--- config.mk ---
export PLATFORM = sky130hd
export DESIGN_NAME = pending_writer_table
export DESIGN_NICKNAME = d
export VERILOG_FILES = /design/src/rtl/pwt_pkg.sv /design/src/rtl/result_flag_encoder.sv /design/src/rtl/writer_count_entry.sv /design/src/rtl/pending_writer_table.sv
export SDC_FILE = /design/constraint.sdc
export NUM_CORES = 2
export LEC_CHECK = 0
export BUFFER_PORTS_ARGS = -buffer_cell sky130_fd_sc_hd__buf_2
export CAP_MARGIN = 5
export CORE_ASPECT_RATIO = 1.4
export CORE_MARGIN = 4
export CORE_UTILIZATION = 31
export DETAILED_ROUTE_END_ITERATION = 16
export PLACE_DENSITY = 0.47
export SLEW_MARGIN = 15
export SYNTH_ARGS = -nofsm -noshare
export SYNTH_HDL_FRONTEND = slang
export SYNTH_HIERARCHICAL = 1
export SYNTH_SLANG_ARGS = --single-unit
--- constraint.sdc ---
create_clock -name clk -period 6.8 [get_ports clk]
set_input_delay 1.36 -clock clk [delete_from_list [all_inputs] [get_ports clk]]
set_output_delay 1.36 -clock clk [all_outputs]
set_load 0.05 [all_outputs]
--- src/rtl/pwt_pkg.sv ---
package pwt_pkg;
  localparam int FLAG_W = 7;

  // bit0 is eq_zero ... bit6 is low_bit
  typedef struct packed {
    logic low_bit;
    logic le_zero;
    logic lt_zero;
    logic ge_zero;
    logic gt_zero;
    logic ne_zero;
    logic eq_zero;
  } cond_flags_t;

  localparam cond_flags_t ZERO_FLAGS = '{low_bit: 1'b0, le_zero: 1'b1,
                                         lt_zero: 1'b0, ge_zero: 1'b1,
                                         gt_zero: 1'b0, ne_zero: 1'b0,
                                         eq_zero: 1'b1};
endpackage

--- src/rtl/result_flag_encoder.sv ---
module result_flag_encoder
  import pwt_pkg::*;
#(
  parameter int DATA_W = 64
) (
  input  logic [DATA_W-1:0] value,
  output cond_flags_t       flags
);
  logic is_zero;
  logic is_neg;

  always_comb begin
    is_zero        = (value == '0);
    is_neg         = value[DATA_W-1];
    flags.eq_zero  = is_zero;
    flags.ne_zero  = !is_zero;
    flags.gt_zero  = !is_zero && !is_neg;
    flags.ge_zero  = !is_neg;
    flags.lt_zero  = is_neg;
    flags.le_zero  = is_neg || is_zero;
    flags.low_bit  = value[0];
  end
endmodule

--- src/rtl/writer_count_entry.sv ---
module writer_count_entry
  import pwt_pkg::*;
#(
  parameter int CNT_W = 9
) (
  input  logic             clk,
  input  logic             rst_n,
  input  logic             inc,
  input  logic             dec,
  input  cond_flags_t      new_flags,
  output logic [CNT_W-1:0] count,
  output cond_flags_t      flags,
  output logic             ovf,
  output logic             unf
);
  localparam logic [CNT_W-1:0] CNT_MAX = '1;

  logic only_inc;
  logic only_dec;

  always_comb begin
    only_inc = inc && !dec;
    only_dec = dec && !inc;
    ovf      = only_inc && (count == CNT_MAX);
    unf      = only_dec && (count == '0);
  end

  always_ff @(posedge clk) begin
    if (!rst_n) begin
      count <= '0;
      flags <= ZERO_FLAGS;
    end else begin
      if (only_inc && !ovf) count <= count + 1'b1;
      else if (only_dec && !unf) count <= count - 1'b1;
      if (dec) flags <= new_flags;
    end
  end
endmodule

--- src/rtl/pending_writer_table.sv ---
module pending_writer_table
  import pwt_pkg::*;
#(
  parameter int NUM_REGS = 64,
  parameter int CNT_W    = 9,
  parameter int DATA_W   = 64,
  localparam int IDX_W   = $clog2(NUM_REGS)
) (
  input  logic              clk,
  input  logic              rst_n,
  input  logic              disp_valid,
  input  logic [IDX_W-1:0]  disp_reg,
  input  logic              done_valid,
  input  logic [IDX_W-1:0]  done_reg,
  input  logic [DATA_W-1:0] done_value,
  input  logic [IDX_W-1:0]  query_reg,
  output logic              query_dirty,
  output logic [FLAG_W-1:0] query_flags,
  output logic              err_overflow,
  output logic              err_underflow
);
  cond_flags_t             result_flags;
  logic [CNT_W-1:0]        cnt_q   [NUM_REGS];
  cond_flags_t             flag_q  [NUM_REGS];
  logic [NUM_REGS-1:0]     ovf_vec;
  logic [NUM_REGS-1:0]     unf_vec;

  result_flag_encoder #(.DATA_W(DATA_W)) u_enc (
    .value (done_value),
    .flags (result_flags)
  );

  for (genvar i = 0; i < NUM_REGS; i++) begin : g_entry
    logic hit_inc;
    logic hit_dec;
    assign hit_inc = disp_valid && (disp_reg == IDX_W'(i));
    assign hit_dec = done_valid && (done_reg == IDX_W'(i));

    writer_count_entry #(.CNT_W(CNT_W)) u_entry (
      .clk       (clk),
      .rst_n     (rst_n),
      .inc       (hit_inc),
      .dec       (hit_dec),
      .new_flags (result_flags),
      .count     (cnt_q[i]),
      .flags     (flag_q[i]),
      .ovf       (ovf_vec[i]),
      .unf       (unf_vec[i])
    );
  end

  always_comb begin
    query_dirty   = (cnt_q[query_reg] != '0);
    query_flags   = flag_q[query_reg];
    err_overflow  = |ovf_vec;
    err_underflow = |unf_vec;
  end
endmodule

======== After elaboration in Yosys (flattened, before gate mapping) ========
Cells that the tools add are included.
cells by class
  shift operators ......................... 0
  reductions and logical operators ........ 906
  multiply operators ...................... 0
  mux-type cells .......................... 134
  $lt $le $gt $ge ......................... 1
  div/mod/pow operators ................... 0
  bitwise logic cells ..................... 1
  add/subtract/negate cells ............... 128
  equal/unequal tests ..................... 190
operators with widths
  cell                                                                count
  9-bit 2-to-1 mux                                                    130
  9-bit by 1-bit adder with 9-bit output, second input constant       64
  9-bit == test, second input constant                                64
  9-bit logical NOT                                                   64
  9-bit by 1-bit subtractor with 9-bit output, second input constant  64
  1-bit logical AND                                                   513
  6-bit == test, second input constant                                64
  1-bit logical NOT                                                   258
  6-bit by 5-bit == test with 1-bit output, second input constant     32
  2-bit nonzero test                                                  64
  64-bit OR reduction                                                 2
  6-bit by 4-bit == test with 1-bit output, second input constant     16
  64-bit logical NOT                                                  1
  9-bit binary-select mux with 6-bit select                           1
  6-bit by 3-bit == test with 1-bit output, second input constant     8
  7-bit binary-select mux with 6-bit select                           1
  6-bit by 2-bit == test with 1-bit output, second input constant     4
  7-bit 2-to-1 mux                                                    2
  6-bit by 1-bit == test with 1-bit output, second input constant     2
  6-bit logical NOT                                                   2
  9-bit nonzero test                                                  1
  7-bit >= comparator, second input constant                          1
  6-bit NOT with 7-bit output                                         1
  1-bit logical OR                                                    1
word-level totals
  output and inout port bits .............. 10
  memory bits (writable) .................. 0
  bits in registers ....................... 1024
  ROM bits ................................ 0
  logic and storage cells ................. 1872
  latch bits .............................. 0
  input port bits ......................... 86
  memories kept ........................... 0

======== Logic depth before layout (Yosys ltp) ========
  word-level depth ........................ 9
  depth in mapped cells ................... 14
  depth with buffers taken out ............ 12

======== Modules after synthesis ========
The synthesis kept the hierarchy.
modules (own cells, without submodules)
  module                                         area each (um2)  times used  seq. area each (um2)  cells an instance
  writer_count_entry at g_entry[13].u_entry ...  980.9            57          320.3                 112
  pending_writer_table                           7578.5           1           0.0                   863
  writer_count_entry at g_entry[0].u_entry ...   978.4            4           320.3                 112
  writer_count_entry at g_entry[7].u_entry ...   974.7            3           320.3                 108
  result_flag_encoder                            211.5            1           0.0                   28

======== Least setup slack after synthesis ========
OpenSTA, ideal clock, no wires.
  path type ............................... in2out
  from .................................... in query_reg[1]
  to ...................................... out query_dirty
  data arrival time ....................... 3.780 ns
  stages on the path ...................... 9
  slack ................................... 1.660 ns
  cells stage by stage .................... buf_2 -> buf_2 -> buf_1 -> mux4_2 -> mux2_2 -> nand3_1 -> a221oi_1 -> o211a_1 -> a41oi_1
between the ends
  longest elaborated chain between the ends .. 5
RTL lines
  what                                                 line                        source
  start, declared                                      pending_writer_table.sv:16  input logic [IDX_W-1:0] query_reg,
  6-bit NOT with 7-bit output (implied by the code)    pending_writer_table.sv:53  query_dirty = (cnt_q[query_reg] != '0);
  9-bit binary-select mux with 6-bit select            pending_writer_table.sv:53
  9-bit 2-to-1 mux (implied by the code) (2 in a row)  pending_writer_table.sv:53
  9-bit nonzero test                                   pending_writer_table.sv:53
  end, declared                                        pending_writer_table.sv:17  output logic query_dirty,
Every way passes these cells. The select of a mux whose other input is x is not followed.

======== Final worst setup path ========
  from .................................... in done_reg[3]
  to ...................................... out err_overflow
between the ends
  longest elaborated chain between the ends .. 6
  elaborated cells between the ends (all ways) .. 321
  classes of those cells .................. eq/ne (63); reduce/logical (258)
RTL lines
  what                     line                        source
  start, declared          pending_writer_table.sv:14  input logic [IDX_W-1:0] done_reg,
  6-bit == test            pending_writer_table.sv:37  assign hit_dec = done_valid && (done_reg == IDX_W'(i));
  1-bit logical AND        pending_writer_table.sv:37
  via g_entry[56].hit_dec  pending_writer_table.sv:35  logic hit_dec;
  1-bit logical NOT        writer_count_entry.sv:22    only_inc = inc && !dec;
  1-bit logical AND        writer_count_entry.sv:22
  1-bit logical AND        writer_count_entry.sv:24    ovf = only_inc && (count == CNT_MAX);
  via ovf_vec[56]          pending_writer_table.sv:25  logic [NUM_REGS-1:0] ovf_vec;
  64-bit OR reduction      pending_writer_table.sv:55  err_overflow = |ovf_vec;
  end, declared            pending_writer_table.sv:19  output logic err_overflow,
The timed path passes the listed nets, and every way through them passes these cells.

==> summary.txt <==
Run status
  – Outcome: complete, but fails checks
  – Violated checks: setup timing

Clock tree
  – Max Buffers Root-to-Sink: 3
  – CTS root buf: clkbuf_16
  – CTS Buf Count: 112
  – CTS tree: built
  – H-tree level count: 3
  – Reg clk slew, reported paths: 60 ps
  – Clk Latency, worst-skew pair: 750 ps
  – Post-CTS setup buffers: 0
  – Clk sink count: 1024

Worst setup path
  – Setup Crit Path Kind: in2out
  – Worst setup EP type: output port
  – Critical Path Source Type: input port
  – CP max FO: 7
  – Data arrival, critical path: 5440 ps
  – Critical Path RT: 5440 ps
  – Worst r2r src: g_entry[42].u_entry/count[0]
  – Critical Path Source: done_reg[3]

Yosys
  – Syn avg cell area: 8.766 µm²
  – Share of synthesized registers carrying an async set or reset: 0%
  – Synth warn: 6
  – FF+latch count, synth: 1024
  – Number of flops mapped to enable cells by yosys: 0
  – Synthesized area: 0.07054 mm²
  – Synth Flop Type: dfxtp_1
  – Syn Inst Count: 8047
  – Seq/Total Area, Yosys: 29.06%
  – Syn_nets: 8645
  – Synth cell types: 69

Timing
  – Slew margin rel.: 20.10%
  – FMAX: 147.0 MHz
  – Layout Skew: 33.92 ps
  – Final Critical Period: 6803 ps
  – Fin Hold WS: 466.9 ps
  – Final period util: 100.0%
  – Final number of max-transition violations: 0
  – RSZ-0062 raised after global routing: false
  – Setup violators final: 1
  – Worst-Margin Slew: 1196 ps
  – Setup WS post-layout: -3.398 ps
  – Final Hold Viols: 0

Floorplan
  – Core Area: 0.2258 mm²
  – Die Area: 0.2354 mm²
  – Initial Utilization: 31.24%
  – Die W: 411.2 µm
  – # rows: 206
  – Die Span Y: 572.4 µm
  – IO Count: 96

Finish
  – Multi-input logic area: 0.04733 mm²
  – Fillers: 23510
  – Layout cell share with drive strength beyond 1: 11.85%
  – Syn-to-layout area delta: 10.89%
  – Final nets: 8743
  – Storage cell area: 0.02050 mm²
  – Fin area: 0.07822 mm²

GRT
  – All-layer global routing usage: 20.54%
  – Initial antenna violation count: 21
  – Largest net degree at the start of global routing: 76
  – Vias in the first global route: 60670
  – Global-route wire length before repair: 375.2 mm
  – Total gr overflow: 0

Job
  – Max Cap Viol: 0

Routing
  – Vias per cell: 5.449
  – Post-Route WL: 249.3 mm
  – Vias: 61370
  – DR WL/cell: 22.13 µm
  – Drc violations: 0
  – Pre-Repair DR Iteration Count: 6
  – Post-DRT Antenna Nets: 0
  – 1st-iter DRT viols: 3930

Power
  – Power Dens Cells: 175.6 mW/mm²
  – Peak supply drop: 194.2 µV
  – Leakage: 27.77 nW

Worst hold path
  – Hold path startpoint: g_entry[5].u_entry/flags[0]
  – Worst min path class: reg2reg

Placed design
  – Post-DP Area: 0.07438 mm²
  – IO buf count: 95
  – GP Congestion: 0.8923
  – DPL Wire Length: 190.1 mm
[cell usage after synthesis (all sizes together), types with 175 or more instances]
cell type	count	area share, %
a21o	190	2.0
nand2b	382	3.4
o31ai	195	3.3
nor2	848	4.5
a211oi	229	2.4
inv	249	1.3
ha	448	7.9
mux4	175	5.6
buf	182	2.1
nand3	277	2.0
nor4	219	2.0
a21oi	608	5.0
xor2	256	3.2
mux2i	517	7.3
dfxtp	1024	29
nand2	985	5.5
[sequential cells by signal, indices dropped and copies added (netlist names)]
| register | flops |
|---|---|
| g_entry.u_entry/flags | 448 |
| g_entry.u_entry/count | 576 |
[logic make-up (layout without fill, tap and decap cells)]
kind of cell               Yosys count  count (layout)  synth area share, %
AOI/OAI and AO/OA                 1726            1726                17.66
xor gates and xnor gates           326             326                4.048
adders and majority gates          512             512                9.763
buffers and inverters              526             716                3.941
DFF                               1024            1024                29.06
muxes                              762             762                14.04
other                                0               9                    0
and+or+nand+nor                   3171            3171                21.49
[placed cells by master, fill, tap and decap left out, types with 86 or more instances in the layout]
cell type	n
o31ai_1	131
nand2_1	921
nor3_1	134
inv_1	247
mux2i_1	517
a21oi_2	130
ha_1	448
nor2_1	847
a211oi_1	229
a21oi_1	478
nand2b_1	382
dfxtp_1	1024
o21ai_0	91
nand3_1	277
a21o_1	183
mux4_2	175
buf_2	89
nor4_1	206
buf_4	160
nand4_1	86
clkbuf_16	114
xor2_1	256
[power breakdown]
group | leakage, nW | switching [mW] | internal (mW)
logic | 17.6 | 0.770 | 0.396
registers | 8.26 | 0.0527 | 6.04
clock network | 1.87 | 2.77 | 3.71
[per-stage QoR]
step           setup TNS, ps  util (%)  cells  power (mW)  setup slack, ps
2_1_floorplan              0         -   8047       6.937             1660
3_5_place_dp          -37.51     32.94  11050       7.382           -37.51
4_1_cts                    0     34.63  11250       13.94            228.2
3_3_place_gp          -559.0     32.93  11040       7.373           -538.2
6_report              -3.398     34.64  11260       13.74           -3.398
5_1_grt                    0     34.64  11260       14.23            170.2
[final cells by class]
type | count | area share (%)
clock buffers | 162 | 4.172
clock inverters | 44 | 0.6958
flip-flops and latches | 1024 | 26.21
inverters | 250 | 1.201
well taps | 3016 | 4.824
repair buffers | 260 | 2.367
multi-input cells | 6497 | 60.50
diodes | 9 | 0.02879
[critical path, stage by stage]
cell and delay [ps]:
buf_2 150, nor2b_1 270, nand2_1 690, nor2_1 690
nand2b_1 210, nor4_1 50, nor4_1 630, buf_4 240
nand4_1 220, or4_1 640, buf_2 280
[worst paths after layout]
| path | slack [ps] | to | cells past startpoint |
|---|---|---|---|
| max | -3 | err_overflow | 11 |
| min | 470 | g_entry[5].u_entry/flags[0] | 2 |
| max reg2reg | 3250 | g_entry[42].u_entry/count[8] | 8 |
| min reg2reg | 470 | g_entry[5].u_entry/flags[0] | 2 |
[metal layers]
layer / up-vias / GRT usage (%) / part of all wire, %
met5: - / 0 / 0.043
met4: 16 / 11.81 / 6.5
met3: 483 / 2.578 / 4.2
met2: 1384 / 37.08 / 50
met1: 29900 / 23.20 / 39
li1: 29590 / - / -
[repair_timing]
action | 4_1_cts | 5_1_grt
gates resized for setup | 1 | 0
endpoints found under the hold margin | 0 | 0
setup endpoints to repair | 1 | 0
hold buffers | 0 | 0
Power figures use the tool's default switching activity.
